### src/rtl/xlt_pkg.sv
// Shared widths and types for the address translator.
// Assumes 4 KB pages (12-bit offset), a 32-bit logical space and a 24-bit physical space.
package xlt_pkg;
    localparam int VA_W  = 32;
    localparam int OFF_W = 12;
    localparam int PA_W  = 24;
    localparam int VPN_W = VA_W - OFF_W;
    localparam int PFN_W = PA_W - OFF_W;

    // Page-table word: valid flag above the frame number.
    typedef struct packed {
        logic             valid;
        logic [PFN_W-1:0] pfn;
    } pte_t;

    typedef enum logic {ST_IDLE, ST_WALK} xlt_state_e;
endpackage

### src/rtl/xlt_victim.sv
// Chooses the buffer slot for the next install.
// Takes the lowest free slot; when none is free, takes a round-robin pointer
// that advances once per replacement. Assumes at most one install per cycle.
module xlt_victim #(
    parameter int ENTRIES = 64,
    localparam int IDX_W = $clog2(ENTRIES)
) (
    input  logic               clk,
    input  logic               rst_n,
    input  logic [ENTRIES-1:0] valid_vec,
    input  logic               bump,
    output logic [IDX_W-1:0]   widx
);
    logic [IDX_W-1:0] free_idx;
    logic             any_free;
    logic [IDX_W-1:0] rr_ptr;

    // Priority search for the lowest-numbered invalid slot.
    always_comb begin
        free_idx = '0;
        any_free = 1'b0;
        for (int i = ENTRIES - 1; i >= 0; i--) begin
            if (!valid_vec[i]) begin
                free_idx = IDX_W'(i);
                any_free = 1'b1;
            end
        end
    end

    assign widx = any_free ? free_idx : rr_ptr;

    // Advance the replacement pointer only when an occupied slot is overwritten.
    always_ff @(posedge clk) begin
        if (!rst_n) begin
            rr_ptr <= '0;
        end else if (bump && !any_free) begin
            rr_ptr <= (rr_ptr == IDX_W'(ENTRIES - 1)) ? '0 : rr_ptr + 1'b1;
        end
    end
endmodule

### src/rtl/xlt_tlb.sv
// Fully associative translation buffer.
// Combinational lookup on lk_vpn; single-port install; flush clears all valid
// bits and overrides an install on the same edge. Assumes no duplicate tags,
// which holds because installs happen only after a miss.
module xlt_tlb #(
    parameter int ENTRIES = 64,
    parameter int VPN_W   = 20,
    parameter int PFN_W   = 12,
    localparam int IDX_W = $clog2(ENTRIES)
) (
    input  logic             clk,
    input  logic             rst_n,
    input  logic [VPN_W-1:0] lk_vpn,
    output logic             lk_hit,
    output logic [PFN_W-1:0] lk_pfn,
    input  logic             wr_en,
    input  logic [VPN_W-1:0] wr_vpn,
    input  logic [PFN_W-1:0] wr_pfn,
    input  logic             flush
);
    logic [ENTRIES-1:0] valid_q;
    logic [VPN_W-1:0]   tag_q [ENTRIES];
    logic [PFN_W-1:0]   pfn_q [ENTRIES];
    logic [ENTRIES-1:0] match;
    logic [IDX_W-1:0]   widx;

    // One comparator per entry.
    for (genvar g = 0; g < ENTRIES; g++) begin : g_cmp
        assign match[g] = valid_q[g] && (tag_q[g] == lk_vpn);
    end

    assign lk_hit = |match;

    // OR-mux of the (at most one) matching frame number.
    always_comb begin
        lk_pfn = '0;
        for (int i = 0; i < ENTRIES; i++) begin
            lk_pfn = lk_pfn | (match[i] ? pfn_q[i] : '0);
        end
    end

    xlt_victim #(.ENTRIES(ENTRIES)) u_victim (
        .clk      (clk),
        .rst_n    (rst_n),
        .valid_vec(valid_q),
        .bump     (wr_en && !flush),
        .widx     (widx)
    );

    // Valid bits: reset and flush clear them, an install sets one.
    always_ff @(posedge clk) begin
        if (!rst_n) begin
            valid_q <= '0;
        end else if (flush) begin
            valid_q <= '0;
        end else if (wr_en) begin
            valid_q[widx] <= 1'b1;
        end
    end

    // Tag and frame storage; contents are don't-care while the valid bit is clear.
    always_ff @(posedge clk) begin
        if (wr_en && !flush) begin
            tag_q[widx] <= wr_vpn;
            pfn_q[widx] <= wr_pfn;
        end
    end
endmodule

### src/rtl/xlt_walker.sv
// Request sequencer: accepts one request while idle, answers hits on the next
// cycle, otherwise walks the external page table and answers one cycle after
// the word returns. Assumes the table holds pt_rd_ready low until it answers.
module xlt_walker
    import xlt_pkg::*;
(
    input  logic             clk,
    input  logic             rst_n,
    input  logic             req_valid,
    input  logic [VA_W-1:0]  req_vaddr,
    output logic             req_ready,
    input  logic             flush,
    output logic [VPN_W-1:0] lk_vpn,
    input  logic             lk_hit,
    input  logic [PFN_W-1:0] lk_pfn,
    output logic             pt_rd_en,
    output logic [VPN_W-1:0] pt_rd_vpn,
    input  logic             pt_rd_ready,
    input  pte_t             pte,
    output logic             wr_en,
    output logic [VPN_W-1:0] wr_vpn,
    output logic [PFN_W-1:0] wr_pfn,
    output logic             resp_done,
    output logic [PA_W-1:0]  resp_paddr,
    output logic             resp_fault
);
    xlt_state_e       state;
    logic [VPN_W-1:0] vpn_q;
    logic [OFF_W-1:0] off_q;
    logic             done_q;
    logic             fault_q;
    logic [PA_W-1:0]  pa_q;
    logic             accept;
    logic             walk_ret;

    assign req_ready = (state == ST_IDLE) && !flush;
    assign accept    = req_valid && req_ready;
    assign lk_vpn    = req_vaddr[VA_W-1:OFF_W];
    assign pt_rd_en  = (state == ST_WALK);
    assign pt_rd_vpn = vpn_q;
    assign walk_ret  = pt_rd_en && pt_rd_ready;
    assign wr_en     = walk_ret && pte.valid && !flush;
    assign wr_vpn    = vpn_q;
    assign wr_pfn    = pte.pfn;

    // Sequencing and result registers.
    always_ff @(posedge clk) begin
        if (!rst_n) begin
            state   <= ST_IDLE;
            vpn_q   <= '0;
            off_q   <= '0;
            done_q  <= 1'b0;
            fault_q <= 1'b0;
            pa_q    <= '0;
        end else begin
            done_q  <= 1'b0;
            fault_q <= 1'b0;
            case (state)
                ST_IDLE: begin
                    if (accept) begin
                        vpn_q <= lk_vpn;
                        off_q <= req_vaddr[OFF_W-1:0];
                        if (lk_hit) begin
                            done_q <= 1'b1;
                            pa_q   <= {lk_pfn, req_vaddr[OFF_W-1:0]};
                        end else begin
                            state <= ST_WALK;
                        end
                    end
                end
                ST_WALK: begin
                    if (pt_rd_ready) begin
                        done_q  <= 1'b1;
                        fault_q <= !pte.valid;
                        pa_q    <= pte.valid ? {pte.pfn, off_q} : '0;
                        state   <= ST_IDLE;
                    end
                end
                default: state <= ST_IDLE;
            endcase
        end
    end

    assign resp_done  = done_q;
    assign resp_fault = fault_q;
    assign resp_paddr = pa_q;
endmodule

### src/rtl/addr_xlate.sv
// Top of the address translator: a sequencer in front of a fully associative
// buffer, with a linear page table reached through an external read port.
// Assumes a single outstanding translation.
module addr_xlate
    import xlt_pkg::*;
#(
    parameter int TLB_ENTRIES = 64
) (
    input  logic             clk,
    input  logic             rst_n,
    input  logic             req_valid,
    input  logic [VA_W-1:0]  req_vaddr,
    output logic             req_ready,
    input  logic             flush,
    output logic             pt_rd_en,
    output logic [VPN_W-1:0] pt_rd_vpn,
    input  logic             pt_rd_ready,
    input  logic [PFN_W:0]   pt_rd_data,
    output logic             resp_done,
    output logic [PA_W-1:0]  resp_paddr,
    output logic             resp_fault
);
    logic [VPN_W-1:0] lk_vpn;
    logic             lk_hit;
    logic [PFN_W-1:0] lk_pfn;
    logic             wr_en;
    logic [VPN_W-1:0] wr_vpn;
    logic [PFN_W-1:0] wr_pfn;
    pte_t             pte;

    assign pte = pte_t'(pt_rd_data);

    xlt_walker u_walker (
        .clk        (clk),
        .rst_n      (rst_n),
        .req_valid  (req_valid),
        .req_vaddr  (req_vaddr),
        .req_ready  (req_ready),
        .flush      (flush),
        .lk_vpn     (lk_vpn),
        .lk_hit     (lk_hit),
        .lk_pfn     (lk_pfn),
        .pt_rd_en   (pt_rd_en),
        .pt_rd_vpn  (pt_rd_vpn),
        .pt_rd_ready(pt_rd_ready),
        .pte        (pte),
        .wr_en      (wr_en),
        .wr_vpn     (wr_vpn),
        .wr_pfn     (wr_pfn),
        .resp_done  (resp_done),
        .resp_paddr (resp_paddr),
        .resp_fault (resp_fault)
    );

    xlt_tlb #(
        .ENTRIES(TLB_ENTRIES),
        .VPN_W  (VPN_W),
        .PFN_W  (PFN_W)
    ) u_tlb (
        .clk   (clk),
        .rst_n (rst_n),
        .lk_vpn(lk_vpn),
        .lk_hit(lk_hit),
        .lk_pfn(lk_pfn),
        .wr_en (wr_en),
        .wr_vpn(wr_vpn),
        .wr_pfn(wr_pfn),
        .flush (flush)
    );
endmodule

### config.mk
export PLATFORM = sky130hd
export DESIGN_NAME = addr_xlate
export DESIGN_NICKNAME = d
export VERILOG_FILES = /design/src/rtl/xlt_pkg.sv /design/src/rtl/xlt_victim.sv /design/src/rtl/xlt_tlb.sv /design/src/rtl/xlt_walker.sv /design/src/rtl/addr_xlate.sv
export SDC_FILE = /design/constraint.sdc
export NUM_CORES = 2
export LEC_CHECK = 0
export BUFFER_PORTS_ARGS = -buffer_cell sky130_fd_sc_hd__buf_2
export CORE_MARGIN = 5
export CORE_UTILIZATION = 68
export DETAILED_ROUTE_END_ITERATION = 7
export PLACE_DENSITY_LB_ADDON = 0.05
export SLEW_MARGIN = 20
export SYNTH_ARGS = -nofsm -noshare
export SYNTH_HDL_FRONTEND = slang
export SYNTH_HIERARCHICAL = 1
export SYNTH_SLANG_ARGS = --single-unit
### constraint.sdc
create_clock -name clk -period 10.56 [get_ports clk]
set_input_delay 1.056 -clock clk [delete_from_list [all_inputs] [get_ports clk]]
set_output_delay 1.056 -clock clk [all_outputs]
set_load 0.02 [all_outputs]
# Word level (Yosys, flattened, before mapping)
# Memories as Yosys holds them, arrays and structs flattened.
# Index checks and enable logic that the tools add are counted.
# op_classes
bitwise_logic,66
n_eq_ne,68
reduce_logical,80
muxes,211
add_sub_neg,1
n_lt_le_gt_ge,2
# op_table
cell,count
20-bit equality test,64
12-bit 2-to-1 mux,64
12-bit OR,63
6-bit 2-to-1 mux,66
24-bit 2-to-1 mux,4
1-bit 2-to-1 mux,73
1-bit logical AND,72
64-bit OR,1
64-bit OR reduction,1
24-bit one-hot mux with 2 select lines,1
6-bit by 7-bit less-than comparator with 1-bit output (second input constant),1
6-bit by 1-bit adder with 6-bit output (second input constant),1
1-bit demux with 6-bit select,1
6-bit equality test (second input constant),1
6-bit by 1-bit >= comparator with 1-bit output (second input constant),1
3-bit AND reduction,2
2-bit != test (second input constant),2
1-bit one-hot mux with 2 select lines,2
1-bit zero test,3
2-bit by 1-bit != test with 1-bit output (second input constant),1
1-bit NOT,2
2-bit AND reduction,1
2-bit OR reduction,1
# totals
mem_bits_rw,2048
regBits,129
elab_cells,438
n_memories,2
# mem_list
memory,depth,word_bits,read_ports,rd_clocked_by_memory_dff,write_ports,line,rtl
u_tlb.tag_q,64,20,64,0,1,xlt_tlb.sv:22,logic [VPN_W-1:0] tag_q [ENTRIES];
u_tlb.pfn_q,64,12,64,0,1,xlt_tlb.sv:23,logic [PFN_W-1:0] pfn_q [ENTRIES];

# Longest topological paths before layout
# depth
depth_word,70
depth_mapped,19
depth_no_buf,10

# Hierarchy
# Netlist, hierarchy kept.
# modules_own_cells
mod,seq_area_each_um2,cells_each,area_each_um2,instances
xlt_tlb,62780.2,6024,90520.6,1
xlt_walker,1181.1,344,2869.0,1
xlt_victim,120.1,188,1247.4,1

# Worst setup path after synthesis
# No wires, ideal clock.
# synth_timing
kind,flip-flop to flip-flop
startpoint,register u_tlb.valid_q[35]
endpoint,memory u_tlb.pfn_q[25][0] (enable)
arrival_time_ps,3984
period_less_slack_ps,4405
setup_slack_ps,6155
required_ps,10139
path_stages_with_launch,12
path_buffers,2
cell_sequence,dfxtp_1 -> nand4_2 -> nor4_4 -> nand3_2 -> nor2_4 -> a21o_1 -> a31o_1 -> clkbuf_1 -> nor3b_1 -> nand2b_1 -> clkbuf_1 -> nor2_1
# synth_via
elab_chain_cells,37
elab_cells_between_ends,73
# synth_lines
element,line,rtl
"start, declared",xlt_tlb.sv:21,logic [ENTRIES-1:0] valid_q;
"start signal, assigned",xlt_tlb.sv:53,valid_q <= '0;
"start signal, assigned",xlt_tlb.sv:55,valid_q <= '0;
"start signal, assigned by index",xlt_tlb.sv:57,valid_q[widx] <= 1'b1;
6-bit 2-to-1 mux / 1-bit 2-to-1 mux (equally long branches) (36 in a row),xlt_victim.sv:23,if (!valid_vec[i]) begin
6-bit 2-to-1 mux (*),xlt_victim.sv:30,assign widx = any_free ? free_idx : rr_ptr;
net u_tlb.widx[0],xlt_tlb.sv:25,logic [IDX_W-1:0] widx;
"end, declared",xlt_tlb.sv:23,
# Mark *: on every way through the listed nets, which the timed path passes. The rest lies on a longest branch.

# Worst setup path in the final report
# layout_timing
startpoint,input port req_vaddr[15]
endpoint,"register u_walker.done_q, in the netlist u_walker/resp_done"
# layout_via
elab_chain_cells,6
elab_cells_between_ends,132
# layout_lines
element,line,rtl
"start, declared",addr_xlate.sv:12,"input logic [VA_W-1:0] req_vaddr,"
20-bit equality test,xlt_tlb.sv:29,assign match[g] = valid_q[g] && (tag_q[g] == lk_vpn);
1-bit logical AND,xlt_tlb.sv:29,
64-bit OR reduction (*),xlt_tlb.sv:32,assign lk_hit = |match;
net lk_hit,addr_xlate.sv:24,logic lk_hit;
1-bit 2-to-1 mux (*),xlt_walker.sv:63,if (lk_hit) begin
1-bit 2-to-1 mux (*),xlt_walker.sv:60,if (accept) begin
1-bit one-hot mux with 2 select lines (*),xlt_walker.sv:58,case (state)
"end signal, assigned",xlt_walker.sv:56,done_q <= 1'b0;
"end signal, assigned",xlt_walker.sv:64,done_q <= 1'b1;
"end signal, assigned",xlt_walker.sv:73,done_q <= 1'b1;
"end, declared",xlt_walker.sv:30,logic done_q;
# Marked as above.
# A chain may end at the register's enable or synchronous reset.

==> qor.yml <==
clockBufferDepth: 3
grt_pass1_wl_microns: 458000
synthFlopType: "edfxtp_1"
relSlewSlack: 0.0625
die_area_sq_mm: 0.147
port_buffers: 97
vdd.ir_drop.worst_v: 0.000184
grt_use_met2: 0.632
worst_pin_slew_ns: 1.39
antenna_found_initial: 21
skew_ns: 0.0346
finalCriticalPeriod_ns: 5.91
grt_most_used_layer: "met2"
ff2ff_setup_slack_ns: 4.91
final_nets: 6823
finalSetupViolations: 0
synthArstFlopShare: 0
max_stage_delay_ns: 0.78
syn_nets: 6607
grt_use_met3: 0.150
min_path_cells: 2
grt_pass1_vias: 61700
vias: 65500
utilization: 0.756
rr_startpoint: "u_tlb/valid_q[25]"
netlist_instances: 6556
synth_edf_count: 2048
drc_errors: 0
status: "finished clean"
cts_sinks: 2177
worstHoldPathType: "register to register"
drt_pass1_iterations: 8
reg2regPathDepth: 10
cts_hold_buffers: 0
powerDensity_mw_per_mm2: 172
slowest_stage: "buf_4"
start_kind: "input pin"
vias_per_cell: 7.47
finalCritPeriodShare: 0.560
r2r-end: "u_tlb/tag_q[26][8]"
path_buf_inv: 3
hp-start: "u_walker/off_q[8]"
synth.avg_cell_area_sq_um: 14.4
maxCapViolCount: 0
htree_levels: 4
clock-root-buffer: "clkbuf_16"
rows: 136
io_pins: 98
cts_buffers: 210
hold_path_end: "u_walker/off_q[8]"
cts_tree: "yes"
clk_latency_ns: 0.85
p_leak_nw: 34.0
ys_ff_latch: 2177
drt_iter0_markers: 11800
cp-end-kind: "register"
final_hold_viol_count: 0
gr-usage-met1: 0.607
grt_max_degree: 71
setup_tns_ns: 0
path_clk_slew_ns: 0.06
start_util: 0.687
slew_violations: 0
cp_max_fo: 46
path_cells: "buf_6, buf_4, xor2_1, nor4_1, and4_1, a22oi_1, nand4_1, nor3_1, nand4_1, nor4bb_4, buf_4, or2_1, and2_1"
synth-seq-area-share: 0.677
gp_congestion: 1.08
synth_area_sq_mm: 0.0946
area_delta_synth_final_pct: 10.1
yosys.cell_types.count: 81
fmax_mhz: 169
wl_per_cell_microns: 38.1
yosysWarnings: 6
path_delay_family: "simple AND/OR/NAND/NOR gates"
core_sq_mm: 0.138
grt-ovfl-total: 0
grt_usage: 0.449
wirelength_microns: 334000
drtAntennaViolNets: 0
critical_path_class: "input pin to register"
crit_required_ns: 11.28
dpl.hpwl_microns: 209000
fp.dieW_microns: 383
rsz0062_at_grt: "false"
dieHeight_microns: 383
arrival_ns: 6.63
postCtsSetupBuffers: 0
cts_resized: 0
drive_gt1_frac: 0.125
-- worst min-delay path, stage by stage, from the launching register on --
cell and delay [ns]:
dfxtp_1 0.31, nand2_1 0.05, a21boi_1 0.05
-- cell usage in the layout (no fill, tap or decap), types with 109 or more instances in the layout --
| master | netlist | final |
|---|---|---|
| edfxtp_1 | 2048 | 2048 |
| xnor2_1 | 856 | 856 |
| nand4_1 | 699 | 699 |
| nand3_1 | 598 | 598 |
| xor2_1 | 426 | 426 |
| buf_4 | 92 | 237 |
| clkbuf_16 | 0 | 217 |
| nand2_1 | 197 | 197 |
| nor4_1 | 189 | 182 |
| a21oi_1 | 124 | 124 |
| nor2_1 | 185 | 120 |
| dfxtp_1 | 129 | 109 |
-- worst max-delay path by stage --
stage / to / slack [ns] / startpoint / cells after the start
2_1_floorplan: u_tlb/pfn_q[25][0] / 6.15 / u_tlb/valid_q[35] / 11
3_3_place_gp: u_walker/resp_paddr[16] / 4.24 / req_vaddr[15] / 13
3_5_place_dp: u_walker/resp_paddr[16] / 4.07 / req_vaddr[20] / 13
4_1_cts: u_walker/resp_paddr[2] / 4.92 / req_vaddr[20] / 13
5_1_grt: u_walker/resp_paddr[16] / 4.53 / req_vaddr[31] / 13
6_report: u_walker/resp_done / 4.65 / req_vaddr[15] / 13
-- report_power, final --
part	internal [mW]	total [mW]	switching, mW
Sequential	9.42	9.50	0.0798
Combinational	0.224	0.877	0.653
Clock	4.31	7.58	3.27
-- kinds of logic (layout without fill, tap and decap cells) --
kind of cell               count (synthesis)  in the layout  synth area share
and+or+nand+nor                         2368           2368             0.151
xor gates and xnor gates                1289           1289             0.120
AOI/OAI and AO/OA                        356            356            0.0245
buffers and inverters                    361            757            0.0273
DFF                                     2177           2177             0.677
other                                      0             15                 0
muxes                                      4              4          0.000423
adders and majority gates                  1              1          0.000132
-- state kept, by name, indices dropped and copies added (netlist names) --
| register | cells |
|---|---|
| u_tlb/pfn_q | 768 |
| u_tlb/tag_q | 1280 |
| u_tlb/u_victim/rr_ptr | 6 |
| u_tlb/valid_q | 64 |
| u_walker/off_q | 12 |
| u_walker/pt_rd_en | 1 |
| u_walker/pt_rd_vpn | 20 |
| u_walker/resp_done | 1 |
| u_walker/resp_fault | 1 |
| u_walker/resp_paddr | 24 |
-- final cells by class --
type / count / area, sq um
clock inverters: 138 / 1290
clock buffers: 254 / 5610
inverters: 39 / 146
multi-input cells: 4018 / 28400
repair buffers: 326 / 2340
diodes: 15 / 37.5
flip-flops and latches: 2177 / 64200
fillers: 8551 / 33600
well taps: 1794 / 2240
-- layer usage --
metal	wire (microns)	up-vias
li1	-	25800
met1	112000	32200
met2	140000	6260
met3	56300	1285
met4	26000	18
met5	154	-
-- metrics by stage --
stage | hold WS, ns | std cells | power (mW) | setup WS, ns | instance area [sq um]
finish | 0.449 | 8761 | 18.0 | 4.65 | 104000
global route | 0.469 | 8747 | 18.4 | 4.53 | 104000
CTS | 0.449 | 8746 | 17.9 | 4.92 | 104000
detailed placement | 0.441 | 8354 | 10.5 | 4.07 | 97300
global placement | 0.435 | 8352 | 10.5 | 4.24 | 97200
floorplan | 0.431 | 6556 | 10.2 | 6.15 | 94600
-- synth_stat cells, types with 9 or more instances --
master | count | area, sq um
buf_2 | 32 | 160
nand4_1 | 699 | 4370
nor3_1 | 61 | 305
nor4_2 | 24 | 300
dfxtp_1 | 129 | 2580
nor2_1 | 185 | 694
nor4_4 | 28 | 596
nor4b_1 | 15 | 131
and4_1 | 45 | 394
o21ai_0 | 18 | 90.1
nor4bb_1 | 18 | 180
inv_1 | 38 | 143
buf_1 | 39 | 146
clkbuf_1 | 58 | 218
xor2_1 | 426 | 3730
a21oi_1 | 124 | 621
nor4_1 | 189 | 1180
buf_4 | 92 | 691
o32ai_1 | 18 | 158
nand2b_1 | 68 | 425
nor2b_1 | 26 | 163
nand3_1 | 598 | 2990
a21boi_1 | 19 | 143
o22ai_1 | 56 | 350
o31ai_1 | 26 | 195
nand2_1 | 197 | 739
buf_6 | 87 | 980
o2111ai_1 | 9 | 78.8
edfxtp_1 | 2048 | 61500
a22oi_1 | 28 | 210
xnor2_1 | 856 | 7500
a21boi_0 | 14 | 105
a32o_1 | 9 | 90.1
or4_1 | 66 | 495
and3_1 | 60 | 375
No activity file was read; power rests on OpenSTA's default activity.
